## src/rtl/tmr_pkg.sv

```systemverilog
package tmr_pkg;
    localparam int MODE_LSB = 6;

    typedef enum logic [2:0] {
        REG_NONE,
        REG_CNT,
        REG_MODE,
        REG_CMP,
        REG_HOLD
    } reg_sel_t;

    typedef struct packed {
        logic ovff;
        logic cmpf;
        logic ovfe;
        logic cmpe;
        logic cue;
        logic zret;
    } mode_t;

    localparam int MODE_W = $bits(mode_t);

    typedef enum logic [1:0] {
        T_HALT,
        T_RUN,
        T_FIRE
    } tstate_t;
endpackage

```

## src/rtl/tmr_decode.sv

```systemverilog
module tmr_decode
    import tmr_pkg::*;
#(
    parameter int N_TMR   = 4,
    parameter int ADDR_W  = 13,
    parameter int WIN_LSB = 11,
    localparam int IDX_W  = $clog2(N_TMR)
) (
    input  logic [ADDR_W-1:0] addr,
    input  logic              we,
    output logic [IDX_W-1:0]  idx,
    output reg_sel_t          sel,
    output logic [N_TMR-1:0]  wr_cnt,
    output logic [N_TMR-1:0]  wr_mode,
    output logic [N_TMR-1:0]  wr_cmp,
    output logic [N_TMR-1:0]  wr_hold
);
    localparam logic [WIN_LSB-1:0] OFS_CNT  = WIN_LSB'(16'h00);
    localparam logic [WIN_LSB-1:0] OFS_MODE = WIN_LSB'(16'h10);
    localparam logic [WIN_LSB-1:0] OFS_CMP  = WIN_LSB'(16'h20);
    localparam logic [WIN_LSB-1:0] OFS_HOLD = WIN_LSB'(16'h30);

    logic [WIN_LSB-1:0] ofs;

    always_comb begin
        idx = addr[WIN_LSB +: IDX_W];
        ofs = addr[WIN_LSB-1:0];
        unique case (ofs)
            OFS_CNT:  sel = REG_CNT;
            OFS_MODE: sel = REG_MODE;
            OFS_CMP:  sel = REG_CMP;
            OFS_HOLD: sel = REG_HOLD;
            default:  sel = REG_NONE;
        endcase
    end

    always_comb begin
        for (int n = 0; n < N_TMR; n++) begin
            wr_cnt[n]  = we && (idx == IDX_W'(n)) && (sel == REG_CNT);
            wr_mode[n] = we && (idx == IDX_W'(n)) && (sel == REG_MODE);
            wr_cmp[n]  = we && (idx == IDX_W'(n)) && (sel == REG_CMP);
            wr_hold[n] = we && (idx == IDX_W'(n)) && (sel == REG_HOLD);
        end
    end
endmodule

```

## src/rtl/tmr_chan.sv

```systemverilog
module tmr_chan
    import tmr_pkg::*;
#(
    parameter int CNT_W    = 16,
    parameter bit ONE_SHOT = 1'b0,
    parameter bit HAS_HOLD = 1'b1
) (
    input  logic             clk,
    input  logic             rst_n,
    input  logic             tick,
    input  logic             wr_cnt,
    input  logic             wr_mode,
    input  logic             wr_cmp,
    input  logic             wr_hold,
    input  logic [CNT_W-1:0] wdata,
    output logic [CNT_W-1:0] cnt_o,
    output mode_t            mode_o,
    output logic [CNT_W-1:0] cmp_o,
    output logic [CNT_W-1:0] hold_o,
    output logic             irq_o
);
    logic [CNT_W-1:0] cnt_q;
    logic [CNT_W-1:0] cmp_q;
    logic [CNT_W-1:0] nxt;
    mode_t            mode_q;
    mode_t            wmode;
    tstate_t          st_q;
    tstate_t          st_d;
    logic             any_wr;
    logic             step;
    logic             cmp_hit;
    logic             ovf_hit;
    logic             fire;

    always_comb begin
        wmode   = mode_t'(wdata[MODE_LSB +: MODE_W]);
        any_wr  = wr_cnt || wr_mode || wr_cmp || wr_hold;
        step    = tick && mode_q.cue && !any_wr;
        nxt     = cnt_q + CNT_W'(1);
        cmp_hit = step && (nxt == cmp_q);
        ovf_hit = step && (cnt_q == '1);
        fire    = (cmp_hit && mode_q.cmpe) || (ovf_hit && mode_q.ovfe);
    end

    always_ff @(posedge clk) begin
        if (!rst_n) begin
            cnt_q <= '0;
        end else if (wr_cnt) begin
            cnt_q <= wdata;
        end else if (step) begin
            cnt_q <= (fire && mode_q.zret) ? '0 : nxt;
        end
    end

    always_ff @(posedge clk) begin
        if (!rst_n) begin
            mode_q <= '0;
        end else if (wr_mode) begin
            mode_q.zret <= wmode.zret;
            mode_q.cue  <= wmode.cue;
            mode_q.cmpe <= wmode.cmpe;
            mode_q.ovfe <= wmode.ovfe;
            mode_q.cmpf <= mode_q.cmpf & ~wmode.cmpf;
            mode_q.ovff <= mode_q.ovff & ~wmode.ovff;
        end else begin
            if (cmp_hit && mode_q.cmpe) begin
                mode_q.cmpf <= 1'b1;
            end
            if (ovf_hit && mode_q.ovfe) begin
                mode_q.ovff <= 1'b1;
            end
            if (ONE_SHOT && fire) begin
                mode_q.cmpe <= 1'b0;
                mode_q.ovff <= 1'b0;
            end
        end
    end

    always_ff @(posedge clk) begin
        if (!rst_n) begin
            cmp_q <= '0;
        end else if (wr_cmp) begin
            cmp_q <= wdata;
        end
    end

    generate
        if (HAS_HOLD) begin : g_hold
            logic [CNT_W-1:0] hold_q;
            always_ff @(posedge clk) begin
                if (!rst_n) begin
                    hold_q <= '0;
                end else if (wr_hold) begin
                    hold_q <= wdata;
                end
            end
            assign hold_o = hold_q;
        end else begin : g_nohold
            assign hold_o = '0;
        end
    endgenerate

    // state register
    always_ff @(posedge clk) begin
        if (!rst_n) begin
            st_q <= T_HALT;
        end else begin
            st_q <= st_d;
        end
    end

    // next-state logic
    always_comb begin
        unique case (st_q)
            T_HALT:  st_d = fire ? T_FIRE : (mode_q.cue ? T_RUN : T_HALT);
            T_RUN:   st_d = fire ? T_FIRE : (mode_q.cue ? T_RUN : T_HALT);
            T_FIRE:  st_d = fire ? T_FIRE : (mode_q.cue ? T_RUN : T_HALT);
            default: st_d = T_HALT;
        endcase
    end

    // outputs
    always_comb begin
        unique case (st_q)
            T_FIRE:  irq_o = 1'b1;
            default: irq_o = 1'b0;
        endcase
    end

    assign cnt_o  = cnt_q;
    assign mode_o = mode_q;
    assign cmp_o  = cmp_q;
endmodule

```

## src/rtl/tmr_bank.sv

```systemverilog
module tmr_bank
    import tmr_pkg::*;
#(
    parameter int N_TMR    = 4,
    parameter int N_HOLD   = 2,
    parameter int CNT_W    = 16,
    parameter int DATA_W   = 32,
    parameter int ADDR_W   = 13,
    parameter int WIN_LSB  = 11,
    parameter int IRQ_BASE = 9,
    parameter int IRQ_W    = 16
) (
    input  logic              clk,
    input  logic              rst_n,
    input  logic              tick,
    input  logic [ADDR_W-1:0] bus_addr,
    input  logic              bus_we,
    input  logic [DATA_W-1:0] bus_wdata,
    output logic [DATA_W-1:0] bus_rdata,
    output logic [IRQ_W-1:0]  irq_lines
);
    localparam int IDX_W = $clog2(N_TMR);

    logic [IDX_W-1:0]      idx;
    reg_sel_t              sel;
    logic [N_TMR-1:0]      wr_cnt;
    logic [N_TMR-1:0]      wr_mode;
    logic [N_TMR-1:0]      wr_cmp;
    logic [N_TMR-1:0]      wr_hold;
    logic [N_TMR-1:0]      irq_v;
    logic [CNT_W-1:0]      cnt_a  [N_TMR];
    logic [CNT_W-1:0]      cmp_a  [N_TMR];
    logic [CNT_W-1:0]      hold_a [N_TMR];
    mode_t                 mode_a [N_TMR];
    logic [N_TMR*CNT_W-1:0] cnt_flat;
    logic [N_TMR-1:0]      cue_v;
    logic [N_TMR-1:0]      cmpe_v;
    logic [N_TMR-1:0]      zret_v;

    tmr_decode #(
        .N_TMR  (N_TMR),
        .ADDR_W (ADDR_W),
        .WIN_LSB(WIN_LSB)
    ) u_dec (
        .addr   (bus_addr),
        .we     (bus_we),
        .idx    (idx),
        .sel    (sel),
        .wr_cnt (wr_cnt),
        .wr_mode(wr_mode),
        .wr_cmp (wr_cmp),
        .wr_hold(wr_hold)
    );

    generate
        for (genvar n = 0; n < N_TMR; n++) begin : g_tmr
            tmr_chan #(
                .CNT_W   (CNT_W),
                .ONE_SHOT(n != 0),
                .HAS_HOLD(n < N_HOLD)
            ) u_chan (
                .clk    (clk),
                .rst_n  (rst_n),
                .tick   (tick),
                .wr_cnt (wr_cnt[n]),
                .wr_mode(wr_mode[n]),
                .wr_cmp (wr_cmp[n]),
                .wr_hold(wr_hold[n]),
                .wdata  (bus_wdata[CNT_W-1:0]),
                .cnt_o  (cnt_a[n]),
                .mode_o (mode_a[n]),
                .cmp_o  (cmp_a[n]),
                .hold_o (hold_a[n]),
                .irq_o  (irq_v[n])
            );
            assign cnt_flat[n*CNT_W +: CNT_W] = cnt_a[n];
            assign cue_v[n]  = mode_a[n].cue;
            assign cmpe_v[n] = mode_a[n].cmpe;
            assign zret_v[n] = mode_a[n].zret;
        end
    endgenerate

    always_comb begin
        irq_lines = '0;
        for (int n = 0; n < N_TMR; n++) begin
            irq_lines[IRQ_BASE + n] = irq_v[n];
        end
    end

    always_comb begin
        unique case (sel)
            REG_CNT:  bus_rdata = DATA_W'(cnt_a[idx]);
            REG_MODE: bus_rdata = DATA_W'({mode_a[idx], {MODE_LSB{1'b0}}});
            REG_CMP:  bus_rdata = DATA_W'(cmp_a[idx]);
            REG_HOLD: bus_rdata = DATA_W'(hold_a[idx]);
            default:  bus_rdata = '0;
        endcase
    end
endmodule

```

## config.mk

```make
export PLATFORM = sky130hd
export DESIGN_NAME = tmr_bank
export DESIGN_NICKNAME = d
export VERILOG_FILES = /design/src/rtl/tmr_pkg.sv /design/src/rtl/tmr_decode.sv /design/src/rtl/tmr_chan.sv /design/src/rtl/tmr_bank.sv
export SDC_FILE = /design/constraint.sdc
export NUM_CORES = 1
export LEC_CHECK = 0
export BUFFER_PORTS_ARGS = -buffer_cell sky130_fd_sc_hd__buf_2
export CAP_MARGIN = 10
export CORE_MARGIN = 1
export CORE_UTILIZATION = 45
export CTS_BUF_LIST = sky130_fd_sc_hd__clkbuf_2 sky130_fd_sc_hd__clkbuf_4 sky130_fd_sc_hd__clkbuf_8
export CTS_CLUSTER_DIAMETER = 80
export DETAILED_ROUTE_END_ITERATION = 8
export HOLD_SLACK_MARGIN = 0.02
export RECOVER_POWER = 25
export SYNTH_ARGS = -nofsm -noshare
export SYNTH_HDL_FRONTEND = slang
export SYNTH_HIERARCHICAL = 1
export SYNTH_SLANG_ARGS = --single-unit
```

## constraint.sdc

```tcl
create_clock -name clk -period 5.7 [get_ports clk]
set_input_delay 0.57 -clock clk [delete_from_list [all_inputs] [get_ports clk]]
set_output_delay 0.57 -clock clk [all_outputs]
set_load 0.02 [all_outputs]
```

# Word level (Yosys, flattened, before mapping)
# Cells that the tools add are included.
# op_classes
addsub,4
magnitude_cmp,1
eq_ne,26
mux,59
n_bitwise,16
reduce_logical,101
# op_table
op,n
16-bit 2-to-1 mux,18
16-bit binary-select mux with 2-bit select,3
"16-bit by 1-bit adder with 16-bit output, second input constant",4
16-bit equality test,4
"16-bit equality test, second input constant",4
16-bit one-hot mux with 4 select lines,1
1-bit logical AND,48
1-bit 2-to-1 mux,25
2-bit nonzero test,12
3-bit OR reduction,8
"11-bit by 6-bit equality test with 1-bit output, second input constant",2
1-bit logical OR,16
2-bit 2-to-1 mux,8
6-bit binary-select mux with 2-bit select,1
"2-bit equality test, second input constant",6
6-bit 2-to-1 mux,2
3-bit one-hot mux with 4 select lines,1
"11-bit by 5-bit equality test with 1-bit output, second input constant",1
11-bit logical NOT,1
"2-bit by 1-bit equality test with 1-bit output, second input constant",5
2-bit logical NOT,5
3-bit nonzero test,3
1-bit bitwise AND,8
2-bit AND reduction,4
other kinds (7),17
# word_totals
register_bits,192
input_bits,49
output_inout_bits,48
word_cells,249

# Depth between registers and ports, before layout
# Gate-level depths: netlist of the first run.
# depth
ltp_word,16
ltp_mapped,14

# Cells and area by module
# The synthesis of the first run kept the hierarchy.
# by_module_without_submodules
module,n_inst,cells_each,area_per_inst_um2,seq_area_each_um2
tmr_chan (g_tmr[2].u_chan ...),2,332,2797.7,800.8
tmr_chan (g_tmr[1].u_chan),1,351,3148.0,1121.1
tmr_chan (g_tmr[0].u_chan),1,319,2991.6,1121.1
tmr_bank,1,179,1980.6,0.0
tmr_decode,1,42,301.5,0.0

# Worst setup path after synthesis of the first run
# No wires, ideal clock.
# synth_path
path_type,input port to output port
startpoint,input port bus_addr[0]
endpoint,output port bus_rdata[12]
arrival_time_ns,2.855
path_slack_ns,2.275
cell_stages,7
path_buffers,3
path_cell_list,or4_4 > buf_6 > buf_8 > nor3_1 > nand2b_1 > buf_1 > o41ai_1
# synth_between
elab_chain_cells,4
elab_cells_between_ends,10
# synth_rtl
element,line_no,rtl
"start, declared",tmr_bank.sv:16,"input logic [ADDR_W-1:0] bus_addr,"
"11-bit by 6-bit equality test with 1-bit output, or another cell as far along",tmr_decode.sv:28,unique case (ofs)
3-bit one-hot mux with 4 select lines (*),tmr_decode.sv:28,
named net sel[0],tmr_bank.sv:25,reg_sel_t sel;
"3-bit equality test, or another cell as far along",tmr_bank.sv:91,unique case (sel)
16-bit one-hot mux with 4 select lines (*),tmr_bank.sv:91,
"end, declared",tmr_bank.sv:19,"output logic [DATA_W-1:0] bus_rdata,"
# Mark *: on every way through the listed nets, which the timed path passes. The rest lies on a longest branch.

# Worst setup path after layout of the first run
# layout_path
startpoint,input port bus_addr[1]
endpoint,register g_tmr[1].u_chan.cnt_q[4]
# layout_between
elab_cells_between_ends,28
# layout_lines
element,line_no,rtl
"11-bit by 6-bit equality test with 1-bit output, or another cell as far along",tmr_decode.sv:28,
3-bit one-hot mux with 4 select lines (*),tmr_decode.sv:28,
3-bit by 2-bit equality test with 1-bit output (*),tmr_decode.sv:41,wr_cmp[n] = we && (idx == IDX_W'(n)) && (sel == REG_CMP);
1-bit logical AND (*),tmr_decode.sv:41,
named net wr_cmp[1],tmr_bank.sv:28,logic [N_TMR-1:0] wr_cmp;
1-bit logical OR (*) (2 in a row),tmr_chan.sv:37,any_wr = wr_cnt || wr_mode || wr_cmp || wr_hold;
1-bit logical NOT (*),tmr_chan.sv:38,step = tick && mode_q.cue && !any_wr;
1-bit logical AND (*),tmr_chan.sv:38,
1-bit logical AND (on tied branches),"tmr_chan.sv:40, tmr_chan.sv:41",
1-bit logical AND,tmr_chan.sv:42,fire = (cmp_hit && mode_q.cmpe) || (ovf_hit && mode_q.ovfe);
1-bit logical OR,tmr_chan.sv:42,
1-bit logical AND,tmr_chan.sv:51,cnt_q <= (fire && mode_q.zret) ? '0 : nxt;
16-bit 2-to-1 mux,tmr_chan.sv:51,
16-bit 2-to-1 mux,tmr_chan.sv:50,end else if (step) begin
16-bit 2-to-1 mux,tmr_chan.sv:48,end else if (wr_cnt) begin
"end signal, assigned",tmr_chan.sv:49,cnt_q <= wdata;
"end signal, assigned",tmr_chan.sv:51,
"end, declared",tmr_chan.sv:22,logic [CNT_W-1:0] cnt_q;
# Mark *: on every way through the listed nets, which the timed path passes. The rest lies on a longest branch. The select of a mux whose other input is x is not followed.
# A chain may end at the register's enable or synchronous reset.

==> results of run 1 <==
## where the power goes
part           total [uW]  internal [uW]  switching (uW)
registers            1340           1340           0.225
clock network         949            375             574
logic                 176           42.5             133
## final timing paths
kind / cells past startpoint / to
worst max-delay path: 11 / g_tmr[1].u_chan/cnt_o[4]
worst min-delay path: 2 / g_tmr[1].u_chan/hold_o[6]
worst max register to register: 8 / g_tmr[3].u_chan/cnt_o[1]
worst min register to register: 2 / g_tmr[1].u_chan/hold_o[6]
## layer usage
metal / vias up / wire, um
li1: 5615 / -
met1: 6153 / 21900
met2: 502 / 21300
met3: 78 / 3510
met4: 4 / 1910
met5: - / 22
## cells by family (layout without fill, tap and decap cells)
group	after synthesis	count (layout)	share of synthesized area, %
compound gates	292	292	16.0
xor+xnor	93	93	6.42
fa+ha+maj	4	4	0.357
buf+inv	202	141	8.19
flops	192	192	27.4
mux	179	179	17.3
other cells	3	61	0.0803
simple gates	590	590	24.2
## Yosys cell counts, types with 7 or more instances
library cell	number	area, um^2
and3_1	9	56.3
a31oi_1	11	68.8
buf_2	28	140
nor3_1	22	110
buf_1	7	26.3
mux2i_1	117	1170
nand3_1	37	185
buf_4	69	518
mux4_2	32	721
or3_1	11	68.8
and4_1	8	70.1
o21ai_2	8	70.1
mux2_2	16	180
buf_6	8	90.1
nand2_1	100	375
nor4_2	7	87.6
o22ai_1	9	56.3
nand2b_1	20	125
mux4_1	13	342
o32ai_1	10	87.6
nor2_1	182	683
inv_1	27	101
xor2_1	29	254
o21a_1	8	60.1
o21ai_0	26	130
o221ai_1	7	61.3
dfxtp_1	192	3840
o22ai_2	21	263
nor3b_1	8	60.1
clkbuf_1	56	210
a22oi_1	46	345
a211oi_1	9	67.6
o31ai_1	16	120
nand4_1	21	131
nand3b_1	8	60.1
nor4_1	33	206
or4_4	7	78.8
nor2b_1	48	300
xnor2_1	58	508
a21oi_1	45	225
## through the flow
stage	hold WS [ns]	instance area, um^2
final	0.505	14600
after global routing	0.521	14600
after CTS	0.506	14600
after detailed placement	0.479	14200
after global placement	0.465	14200
after floorplan	0.448	14200
## registers in the layout, summed over array words and instances (netlist names)
| register | flops |
|---|---|
| g_tmr.u_chan/st_q | 8 |
| g_tmr.u_chan/mode_o | 24 |
| g_tmr.u_chan/hold_o | 32 |
| g_tmr.u_chan/cmp_o | 64 |
| g_tmr.u_chan/cnt_o | 64 |
## area by class of cell
class,instances,area [um^2]
Fill cell,3015,16000
Multi-Input combinational cell,1218,9290
Sequential cell,192,3840
Tap cell,396,495
Timing Repair Buffer,80,433
Clock buffer,18,248
Clock inverter,14,149
Inverter,29,109
Antenna cell,1,2.50
## worst max-delay path, stage by stage
cell and delay [ns]:
clkbuf_1 0.09, or4b_1 0.82, nor4_1 0.35, clkbuf_1 1.06
or4_4 0.43, a2111oi_0 0.10, nand4_1 0.14, nor4_2 0.08
a21oi_1 0.53, nand3_1 0.16, a31oi_1 0.18
==> impl_results.md, run 1 <==
* I/O pin count at 97
* GR Layer Usage met1 at 44.6%
* CTS Sinks at 192
* Die area at 31900 um^2
* Post-synth EDFFs at 0
* Share of cells above drive strength 1 at 15.9%
* Die Width at 178 um
* Met3 Use GR at 4.13%
* Pins over their slew limit at 0
* Commonest cells after routing, fill and taps aside: dfxtp_1 (192), nor2_1 (182), mux2i_1 (117), nand2_1 (100), conb_1 (60)
* NumNets Final at 1591
* Wire per inst at 25.0 um
* Setup violations, final at 0
* Final-report hold violation count at 0
* Critical path fanouts, max at 18
* Distinct cells, synth at 106
* Kind of critical path: in -> reg
* Gate Count Post-Synth at 1555
* Num CTS Buffers at 17
* RSZ-0062 raised after global routing: false
* Vias at 12400
* Layout area overhead at 3.94%
* TritonCTS clock tree: built
* Peak supply drop at 0.140 mV
* TritonRoute pass-1 iters at 7
* Initial DRC count at 1158
* Critical path launch point: bus_addr[1]
* # DRC at 0
* Fin crit share at 72.4%
* Grt total ovfl at 0
* Initial antenna violation count at 3
* GRT Total Usage at 31.0%
* Root Driver: clkbuf_8
* Startpoint Class: primary input
* Gr busiest metal: met2
* CTS resizes at 0
* Syn. warnings at 6
* GP Congestion at 0.973
* Max Clock Skew at 0.0195 ns
* Total of max-cap violations at 0
* Core Rows at 64
* H-tree Lvls at 4
* Post-CTS setup buffers at 0
* Worst Setup End Kind: flip-flop
* Wire length of the first global-routing pass at 72800 um
* Placed Cells at 1915
* Total leakage power at 0.00495 uW
* CTS Hold Bufs at 0
* Via count of the first global-routing pass at 11200
* Port Buffers at 52
* Vias per cell at 6.34
* Routed Antenna Nets at 0
* Bufs on Longest Clock Path at 2
* Post-Route Setup TNS at 0 ns
* Max_slew headroom at 5.63%
* Fmax at 242 MHz
* Status: finished, final reports clean
* Fin worst setup slack at 1.57 ns
* Post-Layout Cell Count at 1948
* Final Total Pwr at 2470 uW
* Fin util at 47.6%
* Yosys reg bits at 192
* Met2 usage at 46.1%
* Commonest non-fill, non-tap cell in the layout: dfxtp_1
* Post-synthesis sequential area ratio at 27.4%
* HP Class: reg -> reg
* Largest net degree at the start of global routing at 51
* R2R Setup Slk at 1.92 ns
* Synthesized area per cell at 9.01 um^2
* RR Startpoint: g_tmr[3].u_chan/cnt_o[8]
* Clock Latency Late Sink at 0.50 ns
* Worst-path clk slew at 0.11 ns
* Starting Density at 45.8%
* Asr flop ratio synth at 0%
* Crit path DAT at 4.53 ns
* Core box area at 30600 um^2
* Die Y at 178 um
* Post-Route WL at 48700 um
* Worst slew pin tran at 1.42 ns
* Place WS at 1.26 ns
* Post-layout min period at 4.13 ns
* Primary FF master, synth: dfxtp_1
* HP Start: g_tmr[1].u_chan/hold_o[6]
* Worst path required time at 6.11 ns
* PwrDens at 169 nW/um^2
* Detailed placer's ending HPWL at 35500 um
* Cell area after synthesis at 14000 um^2
Power figures use the tool's default switching activity.
==> run 2: changes to the inputs <==
==> constraint.sdc (replaced) <==
create_clock -name clk -period 3.9 [get_ports clk]
set_input_delay 0.39 -clock clk [delete_from_list [all_inputs] [get_ports clk]]
set_output_delay 0.39 -clock clk [all_outputs]
set_load 0.02 [all_outputs]
==> run 2 against run 1 <==
Against the previous run:
- register-to-register slack lost 1.6 ns
- non-clock buffer count grew 20
- die area is the same
- count of clock-buffer cells in the layout is the same
- first-iteration DRC count grew 25%
- total power grew 46%
- wire length shrank 1.5%
- flip-flop and latch count is the same
- combinational power grew 45%
- clock power grew 46%
- utilization grew 0.57 points
- global-route usage shrank 0.25 points
- critical endpoint is now g_tmr[2].u_chan/cnt_o[13]
==> impl_results.md, run 2 (synthesis results as in run 1) <==
* NumNets Final at 1611 (was 1591)
* H-tree Lvls at 4 (unchanged)
* # DRC at 0 (unchanged)
* Initial antenna violation count at 1 (was 3)
* CP Buf/Inv Count at 1 (was 2)
* Bufs on Longest Clock Path at 2 (unchanged)
* Final-report hold violation count at 0 (unchanged)
* Fin crit share at 92.4%
* Core Rows at 64 (unchanged)
* Worst slew pin tran at 1.48 ns (was 1.42 ns)
* Commonest cells after routing, fill and taps aside: dfxtp_1 (192), nor2_1 (182), mux2i_1 (117), nand2_1 (100), conb_1 (60) (unchanged)
* Crit path DAT at 3.96 ns (was 4.53 ns)
* Post-Route Setup TNS at 0 ns (unchanged)
* Vias per cell at 6.31 (was 6.34)
* Fin worst setup slack at 0.295 ns (was 1.57 ns)
* Place WS at 0.393 ns (was 1.26 ns)
* Layout area overhead at 5.18% (was 3.94%)
* TritonCTS clock tree: built (unchanged)
* PwrDens at 245 nW/um^2 (was 169 nW/um^2)
* Wire per inst at 24.4 um (was 25.0 um)
* Peak supply drop at 0.221 mV (was 0.140 mV)
* Routed Antenna Nets at 0 (unchanged)
* Worst-path clk slew at 0.12 ns (was 0.11 ns)
* I/O pin count at 97 (unchanged)
* Critical path fanouts, max at 9 (was 18)
* Max_slew headroom at 1.10% (was 5.63%)
* Startpoint Class: flip-flop (was primary input)
* Largest net degree at the start of global routing at 51 (unchanged)
* Starting Density at 45.8% (unchanged)
* Detailed placer's ending HPWL at 35500 um (about the same)
* Share of cells above drive strength 1 at 17.0% (was 15.9%)
* Fmax at 277 MHz
* Port Buffers at 52 (unchanged)
* Total of max-cap violations at 0 (unchanged)
* Grt total ovfl at 0 (unchanged)
* Via count of the first global-routing pass at 11500 (was 11200)
* Slowest cell delay on critical path at 0.59 ns (was 1.06 ns)
* Pins over their slew limit at 0 (unchanged)
* N_diodes at 0 (was 1)
* Wire length of the first global-routing pass at 72000 um (was 72800 um)
* Root Driver: clkbuf_8 (unchanged)
* Setup violations, final at 0 (unchanged)
* Die Y at 178 um (unchanged)
* Clock Latency Late Sink at 0.50 ns (about the same)
* Post-CTS setup buffers at 0 (unchanged)
* Commonest non-fill, non-tap cell in the layout: dfxtp_1 (unchanged)
* CP cell instances: ha_1, nand3_2, or4_4, a21boi_1, or4b_1, o31a_1, nor3_2, buf_4, o22ai_2 (was clkbuf_1, or4b_1, nor4_1, clkbuf_1, or4_4, a2111oi_0, nand4_1, nor4_2, a21oi_1, nand3_1, a31oi_1)
* Worst path required time at 4.25 ns (was 6.11 ns)
* Die Width at 178 um (unchanged)
* GP Congestion at 0.966 (was 0.973)
* Vias at 12400 (about the same)
* Total leakage power at 0.00506 uW (was 0.00495 uW)
* Post-layout min period at 3.61 ns
* CTS resizes at 0 (unchanged)
* Slowest-stage cell, CP: or4_4 (was clkbuf_1)
* RSZ-0062 raised after global routing: false (unchanged)
* TritonRoute pass-1 iters at 6 (was 7)
* CTS Hold Bufs at 0 (unchanged)
* Max Clock Skew at 0.0212 ns (was 0.0195 ns)
* CTS Sinks at 192 (unchanged)
* Die area at 31900 um^2 (unchanged)
* Initial DRC count at 1450 (was 1158)
* Largest delay contributor family on the critical path: simple AND/OR/NAND/NOR gates (unchanged)
* Num CTS Buffers at 17 (unchanged)
* Post-Route WL at 48000 um (was 48700 um)
* Worst Setup End Kind: flip-flop (unchanged)
* Kind of critical path: reg -> reg (was in -> reg)
* Status: finished, final reports clean (unchanged)
* HP Class: in -> reg (was reg -> reg)
* Core box area at 30600 um^2 (unchanged)
* GRT Total Usage at 30.7% (was 31.0%)
[run 2: cell types whose count changed in the layout (fill, tap and decap cells not counted), sizes merged]
cell      change
clkinvlp      +1
clkbuf        -1
bufinv        -1
inv           +3
buf          +21
diode         -1
clkinv        -3
[run 2: worst min-delay path: cells and delay by family]
family / cells / cell delay (ns)
compound gates: 1 / 0.06
simple gates: 1 / 0.11
buf+inv: 1 / 0.25
[run 2: worst paths after layout]
check / slack, ns / from / to / depth (start not counted)
max: 0.29 / g_tmr[2].u_chan/cnt_o[0] / g_tmr[2].u_chan/cnt_o[13] / 9
min: 0.36 / bus_wdata[7] / g_tmr[1].u_chan/mode_o[1] / 3
max reg2reg: 0.29 / g_tmr[2].u_chan/cnt_o[0] / g_tmr[2].u_chan/cnt_o[13] / 9
min reg2reg: 0.50 / g_tmr[1].u_chan/mode_o[5] / g_tmr[1].u_chan/mode_o[5] / 1
[run 2: area by class of cell]
type,instances,area [um^2]
clock buffers,18,248
multi-input cells,1218,9290
well taps,396,495
fillers,2970,15800
repair buffers,100,599
clock inverters,14,159
flip-flops and latches,192,3840
inverters,29,109
[run 2: report_power, final]
group          switching (uW)  leakage, uW  internal (uW)  total (uW)
logic                     191      0.00331           64.9         256
clock network             879     0.000205            510        1390
registers               0.316      0.00155           1960        1960
total                    1070      0.00506           2530        3610
[run 2: metrics by stage]
stage	cell area, um^2	utilization [%]	total power (uW)	cells	hold slack, ns
6_report	14700	48.2	3610	1967	0.360
5_1_grt	14700	48.2	3720	1967	0.349
4_1_cts	14800	48.4	3630	1967	0.324
3_5_place_dp	14400	47.1	2260	1935	0.477
3_3_place_gp	14400	47.1	2260	1935	0.466
2_1_floorplan	14200	-	2190	1612	0.448
[run 2: layer usage]
metal	routed length (um)	track usage [%]	vias up
met4	2150	14.7	0
met3	3450	5.61	89
li1	-	-	5654
met1	21600	42.8	6133
met2	20800	45.4	528
met5	0	0	-
==> run 3: changes to the inputs <==
--- a/config.mk
+++ b/config.mk
@@ -13,6 +13,7 @@
 export CTS_CLUSTER_DIAMETER = 80
 export DETAILED_ROUTE_END_ITERATION = 8
 export HOLD_SLACK_MARGIN = 0.02
+export PLACE_DENSITY = 0.71
 export RECOVER_POWER = 25
 export SYNTH_ARGS = -nofsm -noshare
 export SYNTH_HDL_FRONTEND = slang
==> constraint.sdc (replaced) <==
create_clock -name clk -period 3.9 [get_ports clk]
set_input_delay 0.39 -clock clk [delete_from_list [all_inputs] [get_ports clk]]
set_output_delay 0.39 -clock clk [all_outputs]
set_load 0.05 [all_outputs]
==> run 3 against run 2 <==
Against the previous run:
- count of clock-buffer cells in the layout unchanged
- sequential power hardly changed
- die area did not move
- design area down 0.29%
- first-iteration DRC count decreased by 5.7%
- combinational power grew 14%
- sequential share of layout area rose by 0.076 points
- critical path type is now in -> out
- highest routed layer unchanged
==> impl_results.md, run 3 (synthesis results as in run 1) <==
* Fmax at 276 MHz (was 277 MHz)
* Post-layout instance area at 14700 um^2 (about the same)
* Num CTS Buffers at 17 (unchanged)
* HP Start: bus_wdata[15] (was bus_wdata[7])
* N_diodes at 0 (unchanged)
* H-tree Lvls at 4 (unchanged)
* Post-CTS setup buffers at 0 (unchanged)
* Post-layout min period at 3.62 ns (was 3.61 ns)
* Max Clock Skew at 0.0194 ns (was 0.0212 ns)
* Hold Path Depth at 3 (unchanged)
* NumNets Final at 1609 (was 1611)
* Initial antenna violation count at 0 (was 1)
* Wire per inst at 23.7 um (was 24.4 um)
* PwrDens at 244 nW/um^2 (was 245 nW/um^2)
* Fin worst setup slack at 0.276 ns (was 0.295 ns)
* Total leakage power at 0.00502 uW (was 0.00506 uW)
* # DRC at 0 (unchanged)
* GP Congestion at 0.992 (was 0.966)
* Setup violations, final at 0 (unchanged)
* TritonRoute pass-1 iters at 7 (was 6)
* Reg2Reg Depth at 9 (unchanged)
* Fin crit share at 92.9% (was 92.4%)
* Min Hold Slack at 0.383 ns (was 0.360 ns)
* Detailed placer's ending HPWL at 34400 um (was 35500 um)
* Starting Density at 45.8% (unchanged)
* Place WS at 0.348 ns (was 0.393 ns)
* Met2 WL at 20300 um (was 20800 um)
* Peak supply drop at 0.195 mV (was 0.221 mV)
* Critical path fanouts, max at 16 (was 9)
* I/O pin count at 97 (unchanged)
* Post-Route WL at 46600 um (was 48000 um)
* Sw Ratio at 29.9% (was 29.7%)
* Bufs on Longest Clock Path at 2 (unchanged)
* TritonCTS clock tree: built (unchanged)
* Final-report hold violation count at 0 (unchanged)
* Worst path required time at 3.51 ns (was 4.25 ns)
* Pins over their slew limit at 0 (unchanged)
* Commonest cells after routing, fill and taps aside: dfxtp_1 (192), nor2_1 (182), mux2i_1 (117), nand2_1 (100), conb_1 (60) (unchanged)
* Layout area overhead at 4.87% (was 5.18%)
* Final Total Pwr at 3580 uW (was 3610 uW)
* Max_slew headroom at 3.73% (was 1.10%)
* Total of max-cap violations at 0 (unchanged)
* Die Width at 178 um (unchanged)
* Net Switching at 1070 uW (about the same)
* Vias per cell at 6.37 (was 6.31)
* RSZ-0062 raised after global routing: false (unchanged)
* Worst slew pin tran at 1.44 ns (was 1.48 ns)
* Sequential power share at 54.7% (was 54.4%)
* RR Startpoint: g_tmr[3].u_chan/cnt_o[0] (was g_tmr[2].u_chan/cnt_o[0])
* Kind of critical path: in -> out (was reg -> reg)
* Initial DRC count at 1367 (was 1450)
* Worst-path clk slew at 0.10 ns (was 0.12 ns)
* Largest net degree at the start of global routing at 51 (unchanged)
* Status: finished, final reports clean (unchanged)
* Worst Setup End Kind: output port (was flip-flop)
* Clock Latency Late Sink at 0.50 ns (about the same)
* Root Driver: clkbuf_8 (unchanged)
* DRT met1 WL at 19500 um (was 21600 um)
* CTS Sinks at 192 (unchanged)
* Core Rows at 64 (unchanged)
* Post-Layout Cell Count at 1965 (was 1967)
* Critical path launch point: bus_addr[4] (was g_tmr[2].u_chan/cnt_o[0])
* GRT Total Usage at 29.5% (was 30.7%)
* Placed Cells at 1933 (was 1935)
* Via count of the first global-routing pass at 11600 (was 11500)
* DP Area at 14400 um^2 (about the same)
* Port Buffers at 52 (unchanged)
* Internal cell power at 2510 uW (was 2530 uW)
* Share of cells above drive strength 1 at 16.7% (was 17.0%)
* Core box area at 30600 um^2 (unchanged)
* CTS Hold Bufs at 0 (unchanged)
* Routed wl met3 at 4650 um (was 3450 um)
* Top layer in use: met4 (unchanged)
* Die area at 31900 um^2 (unchanged)
* Wire length of the first global-routing pass at 70400 um (was 72000 um)
* Vias at 12500 (was 12400)
* HP Class: in -> reg (unchanged)
* Die Y at 178 um (unchanged)
* Crit path DAT at 3.23 ns (was 3.96 ns)
* Grt total ovfl at 0 (unchanged)
* Routed Antenna Nets at 0 (unchanged)
* Commonest non-fill, non-tap cell in the layout: dfxtp_1 (unchanged)
* Clock share of power at 37.1% (was 38.5%)
* Comb pwr share at 8.1% (was 7.1%)
* CTS resizes at 0 (unchanged)
* Startpoint Class: primary input (was flip-flop)
[run 3: routing by layer]
layer / vias to the layer above / global-route usage (%)
li1: 5639 / -
met1: 6071 / 40.0
met2: 690 / 44.6
met3: 119 / 6.01
met4: 0 / 13.9
met5: - / 0
[run 3: final timing paths]
path,slack (ns),end
min reg2reg,0.50,g_tmr[1].u_chan/mode_o[5]
max reg2reg,0.54,g_tmr[3].u_chan/cnt_o[12]
max,0.28,bus_rdata[6]
min,0.38,g_tmr[3].u_chan/cmp_o[15]
[run 3: layout make-up]
cell class,instances,area (um^2)
Fill cell,2906,15900
Multi-Input combinational cell,1218,9280
Sequential cell,192,3840
Timing Repair Buffer,98,582
Tap cell,396,495
Clock buffer,18,241
Clock inverter,14,146
Inverter,29,109
[run 3: power groups by stage]
stage / registers (uW) / logic (uW) / clock network [uW]
after floorplan: 2000 / 220 / 0
after global routing: 1960 / 302 / 1430
after CTS: 1960 / 286 / 1350
after global placement: 2000 / 283 / 0
final: 1960 / 292 / 1330
after detailed placement: 2000 / 285 / 0
[run 3: worst max-delay path: stages]
cell	delay, ns
clkbuf_1	0.17
or4bb_1	0.69
nor3_1	0.25
nor3b_2	1.05
a22oi_1	0.16
nand2_1	0.22
buf_2	0.30
[run 3: stage by stage]
step	utilization [%]	TNS [ns]
global placement	47.0	0
finish	48.1	0
global route	48.1	0
floorplan	-	-0.105
detailed placement	47.0	0
CTS	48.3	0
